**src/rtl/sar_readback_port.sv**
```systemverilog
module sar_readback_port #(
  parameter int DATA_W      = 14,
  parameter int CONV_CYCLES = 20
) (
  input  logic              clk,
  input  logic              rst_n,
  input  logic              cnv,
  input  logic              sdi,
  input  logic              sck,
  input  logic [DATA_W-1:0] sample_in,
  output logic              sdo_bit,
  output logic              sdo_oe
);
  localparam int TW = $clog2(CONV_CYCLES + 1);
  localparam int CW = $clog2(DATA_W + 2);

  typedef enum logic [1:0] {IDLE, CONV, READY, SHIFT} st_t;
  st_t st;

  logic cnv_q, sdi_q, sck_q;
  logic [TW-1:0] timer;
  logic [CW-1:0] nfall;
  logic [DATA_W-1:0] sample_q, shreg;

  wire cnv_rise = cnv & ~cnv_q;
  wire sdi_rise = sdi & ~sdi_q;
  wire sck_fall = ~sck & sck_q;
  wire start    = cnv_rise & sdi & (st != CONV);

  always_ff @(posedge clk) begin
    if (!rst_n) begin
      st <= IDLE;
      cnv_q <= 1'b0;
      sdi_q <= 1'b1;
      sck_q <= 1'b0;
      timer <= '0;
      nfall <= '0;
      sample_q <= '0;
      shreg <= '0;
    end else begin
      cnv_q <= cnv;
      sdi_q <= sdi;
      sck_q <= sck;
      if (start) begin
        st <= CONV;
        timer <= TW'(CONV_CYCLES - 1);
        sample_q <= sample_in;
      end else begin
        case (st)
          CONV:
            if (timer == '0) begin
              st <= READY;
              shreg <= sample_q;
            end else timer <= timer - 1'b1;
          READY:
            if (sck_fall && !sdi) begin
              st <= SHIFT;
              nfall <= CW'(1);
            end
          SHIFT:
            if (sdi_rise) st <= IDLE;
            else if (sck_fall) begin
              if (nfall == CW'(DATA_W)) st <= IDLE;
              else begin
                shreg <= shreg << 1;
                nfall <= nfall + 1'b1;
              end
            end
          default: ;
        endcase
      end
    end
  end

  always_comb begin
    case (st)
      IDLE:    sdo_oe = ~sdi & ~cnv;
      READY:   sdo_oe = ~sdi;
      SHIFT:   sdo_oe = 1'b1;
      default: sdo_oe = 1'b0;
    endcase
  end

  assign sdo_bit = (st == SHIFT) ? shreg[DATA_W-1] : 1'b0;

  assert_start_R2: assert property (@(posedge clk) disable iff (!rst_n)
    start |=> (st == CONV));
  assert_conv_hiz_R2: assert property (@(posedge clk) disable iff (!rst_n)
    (st == CONV) |-> !sdo_oe);
  assert_shift_drive_R5: assert property (@(posedge clk) disable iff (!rst_n)
    (st == SHIFT) |-> sdo_oe);
  assert_last_fall_R7: assert property (@(posedge clk) disable iff (!rst_n)
    (st == SHIFT && sck_fall && !start && !sdi_rise && nfall == CW'(DATA_W)) |=> (st == IDLE));
  assert_sel_release_R8: assert property (@(posedge clk) disable iff (!rst_n)
    (st == SHIFT && sdi_rise) |=> (st != SHIFT));
  assert_ignore_cnv_R9: assert property (@(posedge clk) disable iff (!rst_n)
    (st == CONV && cnv_rise) |=> $stable(sample_q));
  assert_rise_hold_R11: assert property (@(posedge clk) disable iff (!rst_n)
    (st == SHIFT && sck && !sck_q && !sdi_rise && !start) |=> $stable(sdo_bit));
  assert_no_start_R12: assert property (@(posedge clk) disable iff (!rst_n)
    (st == IDLE && cnv_rise && !sdi) |=> (st == IDLE));
endmodule

```
**config.mk**
```make
export PLATFORM = sky130hd
export DESIGN_NAME = sar_readback_port
export DESIGN_NICKNAME = d
export VERILOG_FILES = /design/src/rtl/sar_readback_port.sv
export SDC_FILE = /design/constraint.sdc
export NUM_CORES = 1
export LEC_CHECK = 0
export CORE_MARGIN = 8
export CORE_UTILIZATION = 40
export DETAILED_ROUTE_END_ITERATION = 10
export PLACE_DENSITY_LB_ADDON = 0.2
export REMOVE_ABC_BUFFERS = 1
export SYNTH_ARGS = -nofsm -noshare
export SYNTH_HDL_FRONTEND = slang
export SYNTH_SLANG_ARGS = --single-unit
export TNS_END_PERCENT = 20
```
**constraint.sdc**
```tcl
create_clock -name clk -period 2.3 [get_ports clk]
set_clock_uncertainty 0.15 [all_clocks]
set_input_delay 0.46 -clock clk [delete_from_list [all_inputs] [get_ports clk]]
set_output_delay 0.46 -clock clk [all_outputs]
set_load 0.02 [all_outputs]
```
==> metrics.md <==
| Metric | Value |
|---|---|
| Status | finished clean |
| Critical path, cell by cell | buf_4 -> and3_1 -> clkdlybuf4s50_1 |
| CTS Buf Count | 5 |
| Clk buf depth | 2 |
| First drt pass iteration count | 4 |
| Worst-margin pin slew | 0.5441 ns |
| Clock share of power | between 20 and 30% |
| Number of port buffers | 20 |
| Total congestion overflow | 0 |
| Critical path peak fanout | 9 |
| Yosys cell types | approximately 40 |
| Max-cap check violation count | 0 |
| Starting Density | about two fifths |
| Seq/Total Area, Yosys | between 40% and 50% |
| Worst Path Class, Setup | register to primary output |
| Dominant cell type by area after synthesis | dfxtp_1 |
| Worst hold path type | register to register |
| DP Wirelength | just under 3 mm |
| Clk root buf | clkbuf_8 |
| Placed Cells | around 310 |
| Hold Startpoint | sample_q[12]$_SDFFE_PN0P_ |
| Commonest cells in the netlist | dfxtp_1, nand2_1, a21oi_1, a211oi_1, mux2i_1 |
| Die W | 86.75 um |
| Vias in the first global route | around 1600 |
| Area grow syn2layout | 20.00% |
| Largest net degree at the start of global routing | 22 |
| Routed len/inst | 13.61 um |
| Design Area, Final | around 0.0024 mm^2 |
| FF+latch count, synth | 42 |
| Die area | between 0.007 and 0.008 mm^2 |
| Non-Filler Instances | roughly 320 |
| Slew Viols, Final | 0 |
| Total number of vias | 1618 |
| Arrival time of the worst setup path | ~1.6 ns |
| Nets | between 200 and 300 |
| Top post-synthesis cells by area | dfxtp_1, nand2_1, mux2i_1, a211oi_2, a211oi_1 |
| Combinational Power Share | between 10% and 20% |
| Vias per std cell | 5.137 |
| ANT cells | 0 |
| # clock sinks | 42 |
| Post-synth ARST share | 0% |
| Yosys warning count | 0 |
| Post-Syn Instances | between 200 and 250 |
| Hold Path Stages | 2 |
| Fmax | approximately 460 MHz |
| Iter 0 DRT Violations | 74 |
| Most frequent cell after synthesis | dfxtp_1 |
| Tot GR Track Use | between 10% and 20% |
| Worst-skew pair later-pin latency | 0.29 ns |
| Core Footprint | between 0.004 and 0.005 mm^2 |
| Die height | between 80 and 90 um |
| Relative slew slack | 63.21% |
| First-pass GRT wire length | ~7.5 mm |
| Leakage | approximately 0.00083 uW |
| Ys flop type | dfxtp_1 |
| Detailed Route WL | around 4.3 mm |
| Post-synth EDFFs | 0 |
| RSZ-0062 raised after global routing | no |
| Ratio of cells with drive above 1 in the final layout | approximately 15% |
| Worst R2R End | shreg[2]$_SDFFE_PN0P_ |
| H-tree Lvls | 2 |
| Critical path required time | roughly 1.7 ns |
| Average cell area after synthesis | about 9.0 um^2 |
| R2R depth | 6 |
| Sequential share of power | roughly 53% |
| CP endpoint kind | primary output |
| Detail Route Antenna Nets | 0 |
| Net Sw Power | just over 400 uW |
| Reg2Reg Launch Point | timer[0]$_SDFFE_PN0P_ |
| CP startpoint kind | register |
| Final hold violations | 0 |
| PwrDens | 629.0 mW/mm^2 |
| Gpl congestion | approximately 0.75 |
| Max incr delay on CP | ~0.60 ns |
| Initial antenna violation count | 0 |
| FP Rows | 25 |
| Io pins | 21 |
| Mapped cell area | ~0.0020 mm^2 |
| CTS tree | done |
| Final Cycle Share | between 90 and 100% |
| Internal power | roughly 1100 uW |
| Post-DP Area | 0.002325 mm^2 |
| DRC | 0 |
| Clock-pin slew on the worst setup and hold paths | around 0.080 ns |
| Critical path's slowest cell | clkdlybuf4s50_1 |
| Top cell type's share of synthesized area | about two fifths |
| VDD IR-drop max | 0.0004057 V |
| Worst reg-to-reg setup slack | roughly 0.23 ns |
| Minimum clock period | 2.184 ns |
| Net switching fraction of the power | 27.04% |
| Setup violations, final | 0 |
| Hold path endpoint | sample_q[12]$_SDFFE_PN0P_ |
-- worst max-delay path by stage --
stage,startpoint,to,slack [ns],depth (start not counted)
5_1_grt,st[0]$_SDFFE_PN0P_,sdo_bit,0.03,3
2_1_floorplan,cnv,shreg[1]$_SDFFE_PN0P_,-0.21,4
4_1_cts,st[0]$_SDFFE_PN0P_,sdo_bit,0.11,3
3_5_place_dp,cnv,sdo_oe,-0.06,4
3_3_place_gp,cnv,sdo_oe,-0.05,4
6_report,st[0]$_SDFFE_PN0P_,sdo_bit,0.12,3
-- critical path: cells and delay by family, from the launching register on --
kind,cells,cell delay (ns)
simple gates,1,0.15
buf+inv,2,0.78
flops,1,0.35
-- stage by stage --
stage / TNS [ns] / power (uW) / hold WS, ns / utilization [%] / worst slack (ns)
floorplan: -3.137 / 976.6 / 0.2830 / - / -0.2139
global placement: -0.08000 / 1081 / 0.2947 / 48.58 / -0.05133
detailed placement: -0.2175 / 1084 / 0.3006 / 48.58 / -0.05550
CTS: 0 / 1528 / 0.3112 / 50.20 / 0.1065
global route: 0 / 1597 / 0.3217 / 50.20 / 0.03419
finish: 0 / 1511 / 0.3067 / 50.20 / 0.1157
-- registers in the layout, summed over array words and instances (netlist names) --
register and count:
sample_q 14, timer 5, shreg 14, cnv_q 1, sck_q 1, nfall 4, st 2, sdi_q 1
-- area by class of cell --
cell class | count | area, um^2
clock buffer | 5 | 68.82
clock inverter | 2 | 10.01
fill | 480 | 2384
inverter | 8 | 30.03
multi-input combinational | 156 | 1045
sequential | 42 | 840.8
tap | 67 | 83.83
timing repair buffer | 35 | 324.1
-- power by group through the flow --
stage / registers [uW] / logic, uW / clock network (uW)
global placement: 811 / 270 / 0
floorplan: 813 / 164 / 0
detailed placement: 811 / 273 / 0
global route: 799 / 302 / 496
finish: 794 / 270 / 447
CTS: 794 / 274 / 461
-- layer usage --
metal | part of all wire [%] | track usage [%] | routed length (um)
met3 | 4.0 | 3.214 | 173
met1 | 49 | 14.97 | 2092
met5 | 0 | 0 | 0
met2 | 46 | 20.07 | 1969
met4 | 1.2 | 5.164 | 51
-- kinds of logic after synthesis --
| logic type | count (synthesis) | share of synthesized area [%] |
|---|---|---|
| multiplexers | 13 | 6.500 |
| AND/OR/NAND/NOR | 71 | 17.94 |
| flip-flops | 42 | 42.00 |
| adder cells (fa/ha/maj) | 3 | 1.875 |
| XOR/XNOR | 3 | 1.313 |
| buffers and inverters | 24 | 5.812 |
| AO/OA/AOI/OAI | 66 | 24.56 |
-- what timing repair did --
item,CTS,global route
buffers inserted,0,0
hold buffers,0,0
gates resized for setup,1,0
endpoints found under the setup margin,1,0
-- cell usage in the layout, fill, tap and decap left out, drive strengths merged, types with 3 or more instances in the layout --
cell type and n:
and3 3, dfxtp 42, nand2 35, a211oi 26, a21oi 20, clkbuf 5
mux2i 13, nor2 10, buf 15, ha 3, nor2b 4, nor3 3
nand2b 4, nand3 4, o21ai 4, inv 8, clkdlybuf4s50 19
Power figures use the tool's default switching activity.
